## config.mk

```make
export PLATFORM = sky130hd
export DESIGN_NAME = dual_port_adapter
export DESIGN_NICKNAME = d
export VERILOG_FILES = /design/src/rtl/dpa_pkg.sv /design/src/rtl/dpa_sync.sv /design/src/rtl/dpa_channel.sv /design/src/rtl/dual_port_adapter.sv
export SDC_FILE = /design/constraint.sdc
export NUM_CORES = 1
export LEC_CHECK = 0
export CAP_MARGIN = 20
export CORE_UTILIZATION = 35
export CTS_CLUSTER_SIZE = 12
export DETAILED_ROUTE_END_ITERATION = 8
export DONT_BUFFER_PORTS = 1
export MAX_ROUTING_LAYER = met4
export PLACE_DENSITY = 0.47
export SLEW_MARGIN = 10
export SYNTH_ARGS = -nofsm -noshare
export SYNTH_HDL_FRONTEND = slang
export SYNTH_HIERARCHICAL = 1
export SYNTH_SLANG_ARGS = --single-unit
```

## constraint.sdc

```tcl
create_clock -name clk -period 2.25 [get_ports clk]
set_input_delay 0.225 -clock clk [delete_from_list [all_inputs] [get_ports clk]]
set_output_delay 0.225 -clock clk [all_outputs]
set_load 0.02 [all_outputs]
```

## src/rtl/dpa_pkg.sv

```systemverilog
package dpa_pkg;
  localparam int DW = 8;
  localparam int CTRL_W = 6;
  // control bit positions
  localparam int C_L1_IE   = 0;
  localparam int C_L1_RISE = 1;
  localparam int C_DSEL    = 2;
  localparam int C_L2_B3   = 3;
  localparam int C_L2_B4   = 4;
  localparam int C_L2_OUT  = 5;

  typedef enum logic [1:0] {
    L2_INPUT  = 2'd0,
    L2_LEVEL  = 2'd1,
    L2_PULSE  = 2'd2,
    L2_HSHAKE = 2'd3
  } l2_mode_e;

  function automatic l2_mode_e l2_mode(input logic [CTRL_W-1:0] c);
    if (!c[C_L2_OUT])    return L2_INPUT;
    else if (c[C_L2_B4]) return L2_LEVEL;
    else if (c[C_L2_B3]) return L2_PULSE;
    else                 return L2_HSHAKE;
  endfunction
endpackage

```

## src/rtl/dpa_sync.sv

```systemverilog
module dpa_sync #(
  parameter int W = 8,
  parameter int STAGES = 2
) (
  input  logic         clk,
  input  logic         rst,
  input  logic [W-1:0] d_i,
  output logic [W-1:0] q_o
);
  logic [STAGES-1:0][W-1:0] st;

  always_ff @(posedge clk) begin
    if (rst) begin
      st <= '0;
    end else begin
      st[0] <= d_i;
      for (int i = 1; i < STAGES; i++) st[i] <= st[i-1];
    end
  end

  assign q_o = st[STAGES-1];
endmodule

```

## src/rtl/dpa_channel.sv

```systemverilog
module dpa_channel
  import dpa_pkg::*;
#(
  parameter int W = DW,
  parameter int SYNC = 2
) (
  input  logic         clk,
  input  logic         rst,
  input  logic         acc_i,
  input  logic         rd_i,
  input  logic         ctl_sel_i,
  input  logic [W-1:0] wdata_i,
  output logic [W-1:0] rdata_o,
  input  logic [W-1:0] pins_i,
  output logic [W-1:0] pins_o,
  output logic [W-1:0] dir_o,
  input  logic         ln1_i,
  input  logic         ln2_i,
  output logic         ln2_o,
  output logic         ln2_oe_o,
  output logic         irq_n_o
);
  logic [W-1:0]        pin_s;
  logic [1:0]          ln_s, ln_prev;
  logic [CTRL_W-1:0]   ctrl_q;
  logic                f1_q, f2_q, ln2_q, irq_n_q;
  logic [W-1:0]        out_q, dir_q;
  logic                wr, rdacc, data_rd, edge1, edge2;
  l2_mode_e            mode;

  dpa_sync #(.W(W), .STAGES(SYNC)) u_pin_sync (
    .clk(clk), .rst(rst), .d_i(pins_i), .q_o(pin_s));
  dpa_sync #(.W(2), .STAGES(SYNC)) u_ln_sync (
    .clk(clk), .rst(rst), .d_i({ln2_i, ln1_i}), .q_o(ln_s));

  always_ff @(posedge clk) begin
    if (rst) ln_prev <= '0;
    else     ln_prev <= ln_s;
  end

  assign mode    = l2_mode(ctrl_q);
  assign wr      = acc_i & ~rd_i;
  assign rdacc   = acc_i & rd_i;
  assign data_rd = rdacc & ~ctl_sel_i & ctrl_q[C_DSEL];
  assign edge1   = ctrl_q[C_L1_RISE] ? (ln_s[0] & ~ln_prev[0]) : (~ln_s[0] & ln_prev[0]);
  assign edge2   = ctrl_q[C_L2_B4]   ? (ln_s[1] & ~ln_prev[1]) : (~ln_s[1] & ln_prev[1]);

  // configuration registers
  always_ff @(posedge clk) begin
    if (rst) begin
      ctrl_q <= '0;
      out_q  <= '0;
      dir_q  <= '0;
    end else if (wr) begin
      if (ctl_sel_i)           ctrl_q <= wdata_i[CTRL_W-1:0];
      else if (ctrl_q[C_DSEL]) out_q  <= wdata_i;
      else                     dir_q  <= wdata_i;
    end
  end

  // flags: an edge set wins over a read clear
  always_ff @(posedge clk) begin
    if (rst) begin
      f1_q <= 1'b0;
      f2_q <= 1'b0;
    end else begin
      if (edge1)        f1_q <= 1'b1;
      else if (data_rd) f1_q <= 1'b0;
      if (edge2 && mode == L2_INPUT) f2_q <= 1'b1;
      else if (data_rd)              f2_q <= 1'b0;
    end
  end

  // line 2 output
  always_ff @(posedge clk) begin
    if (rst) begin
      ln2_q <= 1'b1;
    end else begin
      unique case (mode)
        L2_INPUT:  ln2_q <= 1'b1;
        L2_LEVEL:  ln2_q <= ctrl_q[C_L2_B3];
        L2_PULSE:  ln2_q <= ~data_rd;
        L2_HSHAKE: begin
          if (data_rd)    ln2_q <= 1'b0;
          else if (edge1) ln2_q <= 1'b1;
        end
        default:   ln2_q <= 1'b1;
      endcase
    end
  end

  always_ff @(posedge clk) begin
    if (rst) irq_n_q <= 1'b1;
    else     irq_n_q <= ~((f1_q & ctrl_q[C_L1_IE]) |
                          (f2_q & ctrl_q[C_L2_B3] & ~ctrl_q[C_L2_OUT]));
  end

  always_comb begin
    if (ctl_sel_i)           rdata_o = {f1_q, f2_q, ctrl_q};
    else if (ctrl_q[C_DSEL]) rdata_o = (pin_s & ~dir_q) | (out_q & dir_q);
    else                     rdata_o = dir_q;
  end

  assign pins_o   = out_q;
  assign dir_o    = dir_q;
  assign ln2_o    = ln2_q;
  assign ln2_oe_o = ctrl_q[C_L2_OUT];
  assign irq_n_o  = irq_n_q;

  assert_irq_masked_R7: assert property (@(posedge clk) disable iff (rst)
    (!ctrl_q[C_L1_IE] && !(ctrl_q[C_L2_B3] && !ctrl_q[C_L2_OUT])) |=> irq_n_o);
  assert_read_clears_R8: assert property (@(posedge clk) disable iff (rst)
    (data_rd && !edge1) |=> !f1_q);
  assert_flags_ro_R8: assert property (@(posedge clk) disable iff (rst)
    (wr && ctl_sel_i && !edge1) |=> $stable(f1_q));
  assert_edge_sets_R5: assert property (@(posedge clk) disable iff (rst)
    edge1 |=> f1_q);
  assert_pulse_one_R10: assert property (@(posedge clk) disable iff (rst)
    (mode == L2_PULSE && !ln2_q && !data_rd && !wr) |=> ln2_q);
  assert_hshake_hold_R11: assert property (@(posedge clk) disable iff (rst)
    (mode == L2_HSHAKE && !ln2_q && !edge1 && !wr) |=> !ln2_q);
endmodule

```

## src/rtl/dual_port_adapter.sv

```systemverilog
module dual_port_adapter
  import dpa_pkg::*;
#(
  parameter int CS_N = 3,
  parameter int SYNC = 2
) (
  input  logic            clk,
  input  logic            rst,
  input  logic            en_i,
  input  logic [CS_N-1:0] cs_i,
  input  logic [1:0]      sel_i,
  input  logic            rd_i,
  input  logic [DW-1:0]   wdata_i,
  output logic [DW-1:0]   rdata_o,
  output logic            rdata_oe_o,
  output logic            irq_a_n_o,
  output logic            irq_b_n_o,
  input  logic [DW-1:0]   pa_i,
  output logic [DW-1:0]   pa_o,
  output logic [DW-1:0]   pa_dir_o,
  input  logic            a_ln1_i,
  input  logic            a_ln2_i,
  output logic            a_ln2_o,
  output logic            a_ln2_oe_o,
  input  logic [DW-1:0]   pb_i,
  output logic [DW-1:0]   pb_o,
  output logic [DW-1:0]   pb_dir_o,
  input  logic            b_ln1_i,
  input  logic            b_ln2_i,
  output logic            b_ln2_o,
  output logic            b_ln2_oe_o
);
  localparam int NCH = 2;

  logic                    sel_ok;
  logic [NCH-1:0]          acc;
  logic [NCH-1:0][DW-1:0]  ch_rdata, ch_pin_i, ch_pin_o, ch_dir;
  logic [NCH-1:0]          ch_l1, ch_l2_i, ch_l2_o, ch_l2_oe, ch_irq_n;
  logic [DW-1:0]           rdata_q;
  logic                    oe_q;

  assign sel_ok   = en_i & (&cs_i);
  assign ch_pin_i = {pb_i, pa_i};
  assign ch_l1    = {b_ln1_i, a_ln1_i};
  assign ch_l2_i  = {b_ln2_i, a_ln2_i};

  genvar g;
  generate
    for (g = 0; g < NCH; g++) begin : g_ch
      assign acc[g] = sel_ok & (sel_i[1] == g[0]);
      dpa_channel #(.W(DW), .SYNC(SYNC)) u_ch (
        .clk(clk), .rst(rst), .acc_i(acc[g]), .rd_i(rd_i),
        .ctl_sel_i(sel_i[0]), .wdata_i(wdata_i), .rdata_o(ch_rdata[g]),
        .pins_i(ch_pin_i[g]), .pins_o(ch_pin_o[g]), .dir_o(ch_dir[g]),
        .ln1_i(ch_l1[g]), .ln2_i(ch_l2_i[g]), .ln2_o(ch_l2_o[g]),
        .ln2_oe_o(ch_l2_oe[g]), .irq_n_o(ch_irq_n[g]));
    end
  endgenerate

  always_ff @(posedge clk) begin
    if (rst) begin
      rdata_q <= '0;
      oe_q    <= 1'b0;
    end else begin
      oe_q <= sel_ok & rd_i;
      if (sel_ok && rd_i) rdata_q <= ch_rdata[sel_i[1]];
    end
  end

  assign rdata_o    = rdata_q;
  assign rdata_oe_o = oe_q;
  assign irq_a_n_o  = ch_irq_n[0];
  assign irq_b_n_o  = ch_irq_n[1];
  assign pa_o       = ch_pin_o[0];
  assign pb_o       = ch_pin_o[1];
  assign pa_dir_o   = ch_dir[0];
  assign pb_dir_o   = ch_dir[1];
  assign a_ln2_o    = ch_l2_o[0];
  assign b_ln2_o    = ch_l2_o[1];
  assign a_ln2_oe_o = ch_l2_oe[0];
  assign b_ln2_oe_o = ch_l2_oe[1];

  assert_oe_selected_R3: assert property (@(posedge clk) disable iff (rst)
    rdata_oe_o |-> $past(en_i && rd_i && (&cs_i)));
  assert_oe_one_cycle_R12: assert property (@(posedge clk) disable iff (rst)
    (!en_i) |=> !rdata_oe_o);
  assert_single_access_R2: assert property (@(posedge clk) disable iff (rst)
    $onehot0(acc));
endmodule

```

==> impl_metrics.json, run 1 <==
{
  "setup_viol": 0,
  "io_buffer_count": 0,
  "vias_per_cell": 4.97,
  "vias": 2955,
  "netlist_instances": 443,
  "netlist_area_mm2": 0.00436,
  "placed_area_mm2": 0.00425,
  "yosys.area_share.simple_pct": 23.8,
  "hold_class": "in -> reg",
  "cts_tree": "yes",
  "track_usage_pct": 18.1,
  "area_growth_pct": 8.04,
  "synth_area_leaders": "dfxtp_1 (48%), mux2i_1 (8.7%), nand2_1 (5.0%)",
  "timing.hold.ws_ns": 0.00967,
  "cp.arrival_ns": 1.98,
  "n_fill_cell": 1235,
  "drive_gt1_share_pct": 14.3,
  "final.setup.worst_slack_ns": 0.486,
  "postSynthAreaPerCell_um2": 9.83,
  "insertion_delay_ns": 0.34,
  "dp_hpwl_mm": 7.24,
  "tns_ns": 0,
  "avgRoutedWirePerCell_um": 18.5,
  "synth_top_cell_area_share_pct": 48.3,
  "core_area_mm2": 0.0121,
  "yosysMostFrequentCell": "dfxtp_1",
  "cts_buffer_depth": 2,
  "cts.clk_slew.worst_paths_ns": 0.07,
  "irDropWorstVdd_mv": 0.296,
  "status": "finished, final reports clean",
  "crit_fanout": 21,
  "diodes": 0,
  "nNetsFinal": 459,
  "grt_max_degree": 88,
  "place_ws_ns": 0.418,
  "async_flop_share_pct": 0,
  "synth_top_area_cell": "dfxtp_1",
  "cts-root-buf": "clkbuf_16",
  "dieArea_mm2": 0.0129,
  "fin_area_mm2": 0.00471,
  "syn_nets": 480,
  "rsz0062_at_grt": "no",
  "period_needed_ns": 1.76,
  "wirelength_mm": 11.0,
  "max_freq_mhz": 567,
  "finalCritPeriodShare_pct": 78.4,
  "synth_flop_cell": "dfxtp_1",
  "synth_xor_area_share_pct": 0,
  "ys_seq_area_share_pct": 48.3,
  "synthDistinctLibCells": 34,
  "finalNonFillerCells": 595,
  "maxSlewViolCount": 0,
  "numCtsBuffers": 9,
  "finalClockSkew_ns": 0.00430,
  "fin_util_pct": 39.0,
  "grt_overflow": 0,
  "startpoint_type": "flop",
  "powerDensity_mw_per_mm2": 798,
  "io_pins": 84,
  "initial_utilization_pct": 36.1,
  "die_y_um": 114,
  "synth_top_family_by_area": "simple AND/OR/NAND/NOR gates",
  "fp-row-count": 40,
  "drtAntennaViolNets": 0,
  "regArea_mm2": 0.00210,
  "power_mw": 3.75,
  "relSlewSlack_pct": 53.3,
  "tightest_slew_ns": 0.699,
  "synth_mux_area_share_pct": 8.73,
  "synth_edf_count": 0,
  "drt_iter0_markers": 131,
  "place_inst": 568,
  "cts_max_level": 3,
  "finalHoldViolCount": 0,
  "antenna_found_initial": 0,
  "end_kind": "flop",
  "cp_data_required_time_ns": 2.47,
  "drc_errors": 0,
  "cts_sinks": 105,
  "first_global_vias": 2835,
  "die_width_um": 114,
  "leakagePower_nw": 1.73,
  "synth_fa_ha_area_share_pct": 0,
  "place_congestion": 0.737,
  "dr.pass1.iters": 4,
  "grt_first_pass_wirelength_mm": 16.7,
  "cts_resized": 0,
  "ys.warnings.count": 6,
  "drv_cap": 0,
  "synth-seq-cells": 105,
  "multi_input_area_mm2": 0.00191,
  "synth_compound_area_share_pct": 11.4,
  "synth_commonest_cells": "dfxtp_1 (105), nand2_1 (58), a21oi_1 (42), nor2_1 (40), mux2i_1 (38)",
  "crit_type": "reg -> reg"
}
[flip-flops by register name, summed over array words and instances, names as in the netlist]
signal / flops
g_ch.u_ch/ctrl_q: 12
g_ch.u_ch/dir_o: 16
g_ch.u_ch/f1_q: 2
g_ch.u_ch/f2_q: 2
g_ch.u_ch/irq_n_o: 2
g_ch.u_ch/ln2_o: 2
g_ch.u_ch/ln_prev: 4
g_ch.u_ch/pins_o: 16
g_ch.u_ch/u_ln_sync/q_o: 4
g_ch.u_ch/u_ln_sync/st: 4
g_ch.u_ch/u_pin_sync/q_o: 16
g_ch.u_ch/u_pin_sync/st: 16
rdata_o: 8
rdata_oe_o: 1
[where the power goes]
group	switching [mW]	leakage (nW)	total (mW)	internal (mW)
Combinational	0.0553	0.713	0.119	0.0635
Sequential	0.0266	0.856	1.93	1.90
Clock	0.699	0.159	1.71	1.01
Total	0.781	1.73	3.75	2.97
[area by class of cell]
type	count	area share [%]
Sequential cell	105	44.7
Clock buffer	10	5.08
Inverter	2	0.160
Multi-Input combinational cell	291	40.7
Tap cell	168	4.47
Clock inverter	6	1.91
Timing Repair Buffer	13	3.03
[path summary, 6_finish.rpt]
kind	from	endpoint	slack, ns	depth (start not counted)
max	g_ch[1].u_ch/ctrl_q[2]	g_ch[1].u_ch/pins_o[7]	0.49	3
min	b_ln1_i	g_ch[1].u_ch/u_ln_sync/st[0]	0.01	1
max reg2reg	g_ch[1].u_ch/ctrl_q[2]	g_ch[1].u_ch/pins_o[7]	0.49	3
min reg2reg	g_ch[0].u_ch/u_ln_sync/st[1]	g_ch[0].u_ch/u_ln_sync/q_o[1]	0.44	1
[layout by cell type (no fill, tap or decap), drive strengths merged, types with 4 or more instances in the layout]
master / Yosys / routed
dfxtp: 105 / 105
and3b: 6 / 6
o21ai: 6 / 6
nor2: 40 / 40
o31ai: 14 / 14
nor4b: 4 / 4
a21oi: 42 / 42
clkbuf: 9 / 10
nor2b: 37 / 37
a211oi: 10 / 10
mux2i: 38 / 38
nand3b: 4 / 4
and2b: 13 / 13
dlygate4sd3: 0 / 10
nand2: 58 / 58
[kinds of logic (layout without fill, tap and decap cells)]
family	count (synthesis)	count (layout)
AND/OR/NAND/NOR	177	177
flip-flops	105	105
AO/OA/AOI/OAI	76	76
buffers and inverters	47	31
multiplexers	38	38
[per-layer routing]
| layer | part of all wire (%) | track usage [%] |
|---|---|---|
| met1 | 45 | 22.7 |
| met2 | 46 | 27.2 |
| met3 | 6.9 | 5.95 |
| met4 | 2.1 | 6.67 |
| met5 | 0 | - |
[repair_timing]
action | in CTS | in global routing
hold buffers | 11 | 0
setup endpoints to repair | 0 | 0
endpoints found under the hold margin | 90 | 0
buffers inserted | 0 | 0
[worst max-delay path: stages (launching register included)]
cell      delay (ns)
dfxtp_1         0.77
and4bb_2        0.56
mux2i_1         0.25
nor2_1          0.05
Note: power is estimated with default switching activity, not from simulation.
==> run 2, diff against run 1 <==
--- a/config.mk
+++ b/config.mk
@@ -11,7 +11,7 @@
 export DETAILED_ROUTE_END_ITERATION = 8
 export DONT_BUFFER_PORTS = 1
 export MAX_ROUTING_LAYER = met4
-export PLACE_DENSITY = 0.47
+export PLACE_DENSITY = 0.49
 export SLEW_MARGIN = 10
 export SYNTH_ARGS = -nofsm -noshare
 export SYNTH_HDL_FRONTEND = slang
==> constraint.sdc (replaced) <==
create_clock -name clk -period 1.6 [get_ports clk]
set_input_delay 0.16 -clock clk [delete_from_list [all_inputs] [get_ports clk]]
set_output_delay 0.16 -clock clk [all_outputs]
set_load 0.02 [all_outputs]
==> impl_metrics.json, run 2 (same netlist as run 1, synthesis figures left out) <==
{
  "status": "finished, final reports clean",
  "io_buffer_count": 0,
  "finalCritPeriodShare_pct": 92.6,
  "grt_first_pass_wirelength_mm": 16.8,
  "crit_path_max_incr_delay_ns": 0.49,
  "setup_viol": 0,
  "crit_type": "reg -> reg",
  "place_congestion": 0.767,
  "cts_max_level": 3,
  "place_inst": 611,
  "dp_hpwl_mm": 7.16,
  "maxSlewViolCount": 0,
  "end_kind": "flop",
  "dieArea_mm2": 0.0129,
  "numCtsBuffers": 9,
  "multi_input_area_mm2": 0.00193,
  "regArea_mm2": 0.00210,
  "fin_util_pct": 44.6,
  "r2r-end": "g_ch[0].u_ch/pins_o[0]",
  "layout_common_cells": "dfxtp_1 (104), nand2_1 (58), dlygate4sd3_1 (46)",
  "io_pins": 84,
  "cts_sinks": 105,
  "leakagePower_nw": 2.16,
  "antenna_found_initial": 0,
  "track_usage_pct": 18.3,
  "period_needed_ns": 1.48,
  "insertion_delay_ns": 0.35,
  "cts_tree": "yes",
  "tightest_slew_ns": 0.365,
  "drt_iter0_markers": 156,
  "vias": 3181,
  "drc_errors": 0,
  "hold_class": "in -> reg",
  "irDropWorstVdd_mv": 0.440,
  "dr.pass1.iters": 6,
  "grt_max_degree": 63,
  "r2r-start": "g_ch[0].u_ch/ctrl_q[2]",
  "cts.clk_slew.worst_paths_ns": 0.07,
  "vias_per_cell": 4.72,
  "crit_end": "g_ch[0].u_ch/pins_o[0]",
  "fp-row-count": 40,
  "drtAntennaViolNets": 0,
  "cp.arrival_ns": 1.72,
  "cp_data_required_time_ns": 1.84,
  "r2r_setup_slack_ns": 0.12,
  "slowest_stage": "dfxtp_2",
  "finalNonFillerCells": 674,
  "avgRoutedWirePerCell_um": 16.1,
  "grt_overflow": 0,
  "diodes": 0,
  "final_common_cell": "dfxtp_1",
  "startpoint_type": "flop",
  "die_y_um": 114,
  "cts-root-buf": "clkbuf_16",
  "startpoint": "g_ch[0].u_ch/ctrl_q[2]",
  "first_global_vias": 3063,
  "rsz0062_at_grt": "no",
  "drive_gt1_share_pct": 20.8,
  "finalClockSkew_ns": 0.00666,
  "ff2ff_path_depth": 5,
  "wirelength_mm": 10.9,
  "finalHoldViolCount": 0,
  "max_freq_mhz": 675,
  "timing.hold.ws_ns": 0.0240,
  "relSlewSlack_pct": 75.0,
  "powerDensity_mw_per_mm2": 934,
  "crit_chain": "buf_4 -> and4bb_2 -> buf_12 -> mux2i_1 -> nor2_1",
  "initial_utilization_pct": 36.1,
  "nNetsFinal": 538,
  "drv_cap": 0,
  "n_fill_cell": 1183,
  "area_growth_pct": 23.6,
  "die_width_um": 114,
  "crit_fanout": 15,
  "cts_buffer_depth": 2,
  "core_area_mm2": 0.0121
}
[run 2: cell count changes in the layout (fill, tap and decap cells not counted), sizes merged]
cell,delta
buf,+43
dlygate4sd3,+36
clkbuf,+4
bufinv,-2
clkinv,-1
inv,-1
[run 2: power breakdown]
part | switching (mW) | internal (mW) | total, mW
Sequential | 0.0341 | 2.67 | 2.71
Combinational | 0.0920 | 0.140 | 0.232
Clock | 0.945 | 1.14 | 2.09
Total | 1.07 | 3.95 | 5.02
[run 2: worst min path at each step]
stage | endpoint | slack [ns] | from | cells after the start
3_3_place_gp | g_ch[0].u_ch/u_pin_sync/q_o[3] | 0.24 | rst | 1
6_report | g_ch[0].u_ch/u_pin_sync/st[5] | 0.02 | rst | 1
2_1_floorplan | g_ch[0].u_ch/u_ln_sync/q_o[0] | 0.23 | rst | 1
5_1_grt | g_ch[0].u_ch/u_pin_sync/st[5] | 0.003 | rst | 1
4_1_cts | g_ch[0].u_ch/u_pin_sync/q_o[0] | 0.002 | rst | 1
3_5_place_dp | g_ch[0].u_ch/u_pin_sync/q_o[4] | 0.24 | rst | 1
[run 2: final cells by class]
class	count	share of cell area, %
Clock inverter	2	0.233
Inverter	2	0.140
Timing Repair Buffer	92	15.8
Sequential cell	105	39.1
Tap cell	168	3.91
Clock buffer	14	4.91
Multi-Input combinational cell	291	35.9
[run 2: timing repair]
item,4_1_cts,5_1_grt
hold endpoints to repair,97,0
buffers inserted,0,0
hold buffers,47,0
gates cloned,0,0
pin swaps,0,0
resized for setup,3,1
endpoints found under the setup margin,20,1
[run 2: worst max-delay path, delay by kind of cell, from the launching register on]
family	cells	cell delay, ns
muxes	1	0.21
buffers and inverters	2	0.35
DFF	1	0.49
and+or+nand+nor	2	0.32
[run 2: per-layer routing]
metal | GRT usage, % | share of wire (%)
met1 | 22.4 | 46
met2 | 27.7 | 45
met3 | 5.37 | 5.7
met4 | 8.51 | 2.5
met5 | - | 0
[run 2: per-stage QoR]
step / setup TNS [ns] / total power, mW / setup WS, ns / cell area, um2
final: 0 / 5.02 / 0.118 / 5380
after global routing: 0 / 5.23 / 0.0309 / 5380
after CTS: 0 / 5.11 / 0.106 / 5370
after detailed placement: -0.678 / 2.88 / -0.0749 / 4600
after global placement: -0.317 / 2.88 / -0.0496 / 4600
after floorplan: 0 / 2.94 / 0.0529 / 4360
